### src/rtl/ssc_pkg.sv
package ssc_pkg;

    localparam int          LFSR_W    = 16;
    localparam logic [15:0] LFSR_SEED = 16'hACE1;

    typedef enum logic {
        ST_IDLE = 1'b0,
        ST_HOLD = 1'b1
    } ssc_state_e;

    // One step of the maximal-length sequence x^16 + x^14 + x^13 + x^11 + 1
    function automatic logic [LFSR_W-1:0] lfsr_step(input logic [LFSR_W-1:0] s);
        logic fb;
        fb = s[15] ^ s[13] ^ s[12] ^ s[10];
        return {s[LFSR_W-2:0], fb};
    endfunction

endpackage

### src/rtl/ssc_lfsr.sv
module ssc_lfsr #(
    parameter int K = 5
) (
    input  logic         clk,
    input  logic         rst,
    input  logic         adv_i,
    output logic [K-1:0] low_o
);
    import ssc_pkg::*;

    logic [LFSR_W-1:0] state_q;

    always_ff @(posedge clk) begin
        if (rst) begin
            state_q <= LFSR_SEED;
        end else if (adv_i) begin
            state_q <= lfsr_step(state_q);
        end
    end

    assign low_o = state_q[K-1:0];

endmodule

### src/rtl/ssc_ctrl.sv
module ssc_ctrl (
    input  logic clk,
    input  logic rst,
    input  logic start_i,
    input  logic done_i,
    output logic take_o,
    output logic finish_o,
    output logic hold_o
);
    import ssc_pkg::*;

    ssc_state_e state_q;

    // A start is only honoured when idle; a done only while holding.
    assign take_o   = start_i && (state_q == ST_IDLE);
    assign finish_o = done_i  && (state_q == ST_HOLD);
    assign hold_o   = (state_q == ST_HOLD);

    always_ff @(posedge clk) begin
        if (rst) begin
            state_q <= ST_IDLE;
        end else if (take_o) begin
            state_q <= ST_HOLD;
        end else if (finish_o) begin
            state_q <= ST_IDLE;
        end
    end

endmodule

### src/rtl/ssc_corrector.sv
module ssc_corrector #(
    parameter int N = 8,
    parameter int K = 5
) (
    input  logic         clk,
    input  logic         rst,
    input  logic         load_i,
    input  logic [N-1:0] raw_i,
    input  logic [K-1:0] ofs_i,
    output logic [N-1:0] code_o,
    output logic         clip_o,
    output logic         valid_o
);
    localparam int          MAXC_I = (1 << N) - (1 << K);
    localparam logic [N-1:0] MAXC  = MAXC_I[N-1:0];

    logic [N:0] diff;

    assign diff = {1'b0, raw_i} - {{(N + 1 - K){1'b0}}, ofs_i};

    always_ff @(posedge clk) begin
        if (rst) begin
            code_o  <= '0;
            clip_o  <= 1'b0;
            valid_o <= 1'b0;
        end else begin
            valid_o <= load_i;
            if (load_i) begin
                if (diff[N]) begin
                    code_o <= '0;
                    clip_o <= 1'b1;
                end else if (diff[N-1:0] > MAXC) begin
                    code_o <= MAXC;
                    clip_o <= 1'b1;
                end else begin
                    code_o <= diff[N-1:0];
                    clip_o <= 1'b0;
                end
            end
        end
    end

endmodule

### src/rtl/slide_scale_corr.sv
module slide_scale_corr #(
    parameter int N = 8,
    parameter int K = 5
) (
    input  logic         clk,
    input  logic         rst,
    input  logic         conv_start_i,
    output logic [K-1:0] dither_code_o,
    output logic         dither_valid_o,
    input  logic [N-1:0] adc_code_i,
    input  logic         adc_done_i,
    output logic [N-1:0] out_code_o,
    output logic         out_valid_o,
    output logic         out_clip_o
);
    logic         take;
    logic         finish;
    logic         hold;
    logic [K-1:0] rnd_low;
    logic [K-1:0] ofs_q;

    ssc_ctrl u_ctrl (
        .clk      (clk),
        .rst      (rst),
        .start_i  (conv_start_i),
        .done_i   (adc_done_i),
        .take_o   (take),
        .finish_o (finish),
        .hold_o   (hold)
    );

    ssc_lfsr #(.K(K)) u_lfsr (
        .clk   (clk),
        .rst   (rst),
        .adv_i (take),
        .low_o (rnd_low)
    );

    always_ff @(posedge clk) begin
        if (rst) begin
            ofs_q <= '0;
        end else if (take) begin
            ofs_q <= rnd_low;
        end
    end

    ssc_corrector #(.N(N), .K(K)) u_corr (
        .clk     (clk),
        .rst     (rst),
        .load_i  (finish),
        .raw_i   (adc_code_i),
        .ofs_i   (ofs_q),
        .code_o  (out_code_o),
        .clip_o  (out_clip_o),
        .valid_o (out_valid_o)
    );

    assign dither_code_o  = ofs_q;
    assign dither_valid_o = hold;

endmodule

### config.mk
export PLATFORM = sky130hd
export DESIGN_NAME = slide_scale_corr
export DESIGN_NICKNAME = d
export VERILOG_FILES = /design/src/rtl/ssc_pkg.sv /design/src/rtl/ssc_lfsr.sv /design/src/rtl/ssc_ctrl.sv /design/src/rtl/ssc_corrector.sv /design/src/rtl/slide_scale_corr.sv
export SDC_FILE = /design/constraint.sdc
export NUM_CORES = 1
export LEC_CHECK = 0
export ABC_AREA = 1
export CAP_MARGIN = 20
export CORE_MARGIN = 8
export CORE_UTILIZATION = 30
export CTS_BUF_LIST = sky130_fd_sc_hd__clkbuf_8
export DETAILED_ROUTE_END_ITERATION = 8
export MAX_ROUTING_LAYER = met4
export SLEW_MARGIN = 20
export SYNTH_ARGS = -nofsm -noshare
export SYNTH_HDL_FRONTEND = slang
export SYNTH_SLANG_ARGS = --single-unit
### constraint.sdc
create_clock -name clk -period 1.65 [get_ports clk]
set_input_delay 0.2475 -clock clk [delete_from_list [all_inputs] [get_ports clk]]
set_output_delay 0.2475 -clock clk [all_outputs]
set_load 0.01 [all_outputs]
# == Yosys cells after proc, flatten, opt, wreduce, memory -nomap -nowiden ==
# Index checks and enable logic that the tools add are counted.
# op_classes
bitwise_logic,4
n_reduce_logical,3
add_sub_neg,1
muxes,6
n_lt_le_gt_ge,1
# op_table
operator,n
$mux 8,2
$sub 8x5->9,1
$gt 8x8->1 const B,1
$mux 1,4
$xor 1x1->1,3
$logic_and 1x1->1,2
$reduce_bool 2->1,1
$not 1->1,1
# totals
word_cells,21
regBits,32
output_inout_bits,16
in_bits,12

# == Longest topological paths before layout ==
# depth
depth_word,4
depth_mapped,15
mapped_depth_nobuf,15

# == Modules after synthesis ==
# From an unflattened synthesis, not the netlist that was laid out.
# hier_totals
hier_cells,236
hier_area_um2,1676.6
# by_module_without_submodules
module,seq_area_each_um2,area_per_inst_um2,n_inst,cells_per_inst
ssc_corrector,200.2,747.0,1,108
ssc_lfsr,320.3,670.6,1,87
slide_scale_corr,100.1,209.0,1,32
ssc_ctrl,20.0,50.0,1,9

# == Least setup slack after synthesis ==
# OpenSTA, ideal clock, no wires.
# synth_path
path_kind,register to register
from,register ofs_q[0] (netlist: dither_code_o[0])
to,register u_corr.code_o[0]
n_path_buf,0
path_slack_ps,-140
setup_time_ps,113
arrival_time_ps,1677
stages_incl_launch_ff,12
synth_period_minus_slack_ps,1790
t_required_ps,1537
cell_sequence,dfxtp_1 -> ha_1 -> inv_1 -> fa_1 -> nand2_1 -> nand2_1 -> nand3_2 -> nand3_1 -> nor2_1 -> nor2_4 -> nand3_1 -> nand2_1
# synth_via
elab_chain_len,4
# synth_rtl
item,line,rtl
from (decl),slide_scale_corr.sv:20,logic [K-1:0] ofs_q;
from (signal assigned),slide_scale_corr.sv:43,ofs_q <= rnd_low;
$sub 8x5->9 *,ssc_corrector.sv:19,"assign diff = {1'b0, raw_i} - {{(N + 1 - K){1'b0}}, ofs_i};"
$gt 8x8->1,ssc_corrector.sv:32,end else if (diff[N-1:0] > MAXC) begin
$mux 8,ssc_corrector.sv:32,
$mux 8 *,ssc_corrector.sv:29,if (diff[N]) begin
to (signal assigned),ssc_corrector.sv:36,code_o <= diff[N-1:0];
to (decl),ssc_corrector.sv:10,"output logic [N-1:0] code_o,"
# Mark *: on every way between the ends. The rest lies on a longest branch, timed or not.
# A chain may end at the register's enable or synchronous reset.

# == Worst setup path in the final report ==
# layout_path
from,register ofs_q[0] (netlist: dither_code_o[0])
to,register u_corr.code_o[1]
# Same word-level chain as after synthesis.

==> results.tsv <==
stage	metric	value	unit
synthesis	synth_edf_count	0	
worst_setup_path	crit_slowest_cell	dfxtp_2	
power	p_total	1.77	mW
clock_tree	cts_made_buffers	3	
timing	tightest_slew	612	ps
synthesis	ys.flop_type	dfxtp_1	
clock_tree	clkTransAtPathRegs	100	ps
worst_setup_path	critPathLaunch	dither_code_o[0]	
timing	finalWorstSetupSlack	-46.6	ps
synthesis	synth_common_cells	nand2_1, dfxtp_1, nor2_1	
worst_setup_path	worstPathCellList	ha_4, inv_2, fa_2, nand2_1, nand2_1, nand3_2, nand2_1, nand3_1, nand2_2, inv_2, nand2_4, nand3_2, nand2_1	
global_route	grt_max_degree	18	
power	internal_power	1.29	mW
timing	setup_violations	6	
synthesis	async_flop_share	0	%
run_status	status	complete, but fails checks	
power	ir_worst_vdd	0.397	mV
worst_setup_path	worstSetupStartpointType	flip-flop	
worst_setup_path	endpoint	u_corr.code_o[1]	
cells_and_area	final_util	44.5	%
global_route	antenna_found_initial	0	
synthesis	yosys.area.top_type	dfxtp_1	
placement	io_buffers	27	
run_status	violations	setup timing	
global_route	first_global_vias	1332	
job	drv_cap	0	
worst_setup_path	cp_max_fo	6	
clock_tree	clockBufferDepth	2	
routing	routed_wl	3.26	mm
timing	min_period	1700	ps
routing	ant_nets	0	
clock_tree	clock_latency	270	ps
placement	hpwl	2.41	mm
power	swShare	26.9	%
timing	fin_skew	5.04	ps
power	p_leak	0.930	nW
cells_and_area	n_antenna_cell	0	
die	start_util	30.6	%
synthesis	synth-seq-area-share	39.5	%
routing	drt_iter0_drc	67	
worst_setup_path	critPathRequiredTime	1820	ps
synthesis	syn_nets	212	
synthesis	ys_warn_count	0	
routing	wl_per_cell	11.0	um
timing	holdWs	456	ps
die	die_h	84.8	um
worst_setup_path	reg2reg_depth	13	
die	die_w	84.8	um
synthesis	synth_top_area_share	39.5	%
cells_and_area	syn_to_final_growth	45.2	%
global_route	grt-ovfl-total	0	
synthesis	yosysMostFrequentCell	nand2_1	
synthesis	synth_cells	193	
worst_setup_path	cp_data_arrival_time	1870	ps
routing	drcViolationCount	0	
die	core_area	0.00463	mm2
worst_setup_path	cpMostUsedCell	nand2_1	
routing	drt_pass1_iterations	4	
placement	dpl_cell_area	0.00190	mm2
synthesis	netlist_area	0.00142	mm2
cells_and_area	nets	261	
worst_setup_path	timing.reg2reg.setup_slack	-50	ps
timing	slew_viol_final	0	
worst_setup_path	path_class	reg2reg	
clock_tree	cts_tree	yes	
clock_tree	htree_levels	1	
routing	via_per_inst	4.39	
placement	gp_congestion	0.741	
worst_setup_path	reg2reg_from	dither_code_o[0]	
routing	routed-via-count	1295	
power	powerDensity	859	mW/mm2
global_route	grtUsageTotal	9.82	%
synthesis	synth_cell_types	27	
power	pwr-share-clk	30.3	%
cells_and_area	drive_gt1_share	26.1	%
clock_tree	clock_sinks	28	
power	seqPwrFrac	42.7	%
synthesis	synth_seq_cells	28	
timing	fin_tns_setup	-214	ps
timing	period_share	103	%
cells_and_area	design_area	0.00206	mm2
synthesis	synthTopCellsByArea	dfxtp_1, nand2_1, nand3_1	
worst_setup_path	timing.rr.end	u_corr.code_o[1]	
synthesis	syn_avg_cell_area	7.35	um2
die	die-area	0.00719	mm2
timing	maxClockFrequency	0.589	GHz
worst_setup_path	crit_path_end_kind	flip-flop	
die	ios	28	
die	placementRows	25	
power	switching_power	0.477	mW
clock_tree	cts_root_buffer	clkbuf_8	
power	pwr-share-comb	27.0	%
timing	final_hold_viol_count	0	
hold_path	min_path_type	reg2reg	
global_route	grt_pass1_wl	5.79	mm
worst_setup_path	cpPeakStageDelay	360	ps
hold_path	hold_depth	2	
timing	rsz0062_at_grt	true	
timing	slew-limit-headroom	59.1	%
## routing by layer
| metal | wire length [um] | GRT usage, % | up-vias |
|---|---|---|---|
| met5 | 0 | - | - |
| met3 | 69 | 0.976 | 5 |
| met4 | 54 | 3.88 | 0 |
| li1 | - | - | 701 |
| met2 | 1430 | 16.1 | 18 |
| met1 | 1700 | 12.0 | 571 |
## what timing repair did
action / in CTS / in global routing
setup endpoints to repair: 9 / 9
hold buffers: 0 / 0
buffers inserted: 1 / 1
resized for setup: 14 / 5
pin swaps: 8 / 9
## worst min path at each step
stage                       start            endpoint  slack, ps
2_1_floorplan        conv_start_i       u_ctrl.hold_o        360
3_3_place_gp   u_lfsr.state_q[11]  u_lfsr.state_q[11]        440
3_5_place_dp   u_lfsr.state_q[11]  u_lfsr.state_q[11]        440
4_1_cts          u_corr.code_o[4]    u_corr.code_o[4]        460
5_1_grt          u_corr.code_o[3]    u_corr.code_o[3]        480
6_report         u_corr.code_o[2]    u_corr.code_o[2]        460
## placed cells by master (no fill, tap or decap), drive strengths merged, types with 6 or more instances in the layout
master,instances
clkdlybuf4s50,26
buf,25
ha,6
inv,20
dfxtp,28
a21oi,8
nand3,23
nor2,25
nand2,53
o21ai,13
## flip-flops by register name, indices dropped and copies added, names as in the netlist
signal          count
u_corr.valid_o      1
u_corr.clip_o       1
u_ctrl.hold_o       1
u_corr.code_o       8
u_lfsr.state_q     12
dither_code_o       5
## cell type report
type                       instances  area [um2]
clock buffer                       3        41.3
tap                               54        67.6
fill                             489        2570
timing repair buffer              52         460
multi-input combinational        136         820
sequential                        28         563
clock inverter                     1        30.0
inverter                          21        78.8
## through the flow
stage          setup WS (ps)  instances
2_1_floorplan           34.7        193
3_3_place_gp            -467        289
3_5_place_dp            -455        289
4_1_cts                -58.6        294
5_1_grt                 -225        295
6_report               -46.6        295
## worst max-delay path, delay by kind of cell (launching register included)
kind	cells	cell delay [ps]
simple gates	9	670
fa+ha+maj	2	480
flops	1	360
buf+inv	2	90
## kinds of logic (layout without fill, tap and decap cells)
family / Yosys count / after routing / share of synthesized area (%)
AO/OA/AOI/OAI: 22 / 22 / 8.20
XOR/XNOR: 4 / 4 / 2.47
adder cells (fa/ha/maj): 7 / 7 / 6.70
buffers and inverters: 29 / 77 / 8.91
flip-flops: 28 / 28 / 39.5
AND/OR/NAND/NOR: 103 / 103 / 34.2
## power by group through the flow
| stage | combinational (mW) | sequential [mW] | clock (mW) |
|---|---|---|---|
| after floorplan | 0.258 | 0.776 | 0 |
| after global routing | 0.540 | 0.763 | 0.569 |
| after CTS | 0.478 | 0.757 | 0.551 |
| after detailed placement | 0.452 | 0.771 | 0 |
| final | 0.477 | 0.757 | 0.537 |
| after global placement | 0.448 | 0.770 | 0 |
Power figures use the tool's default switching activity.
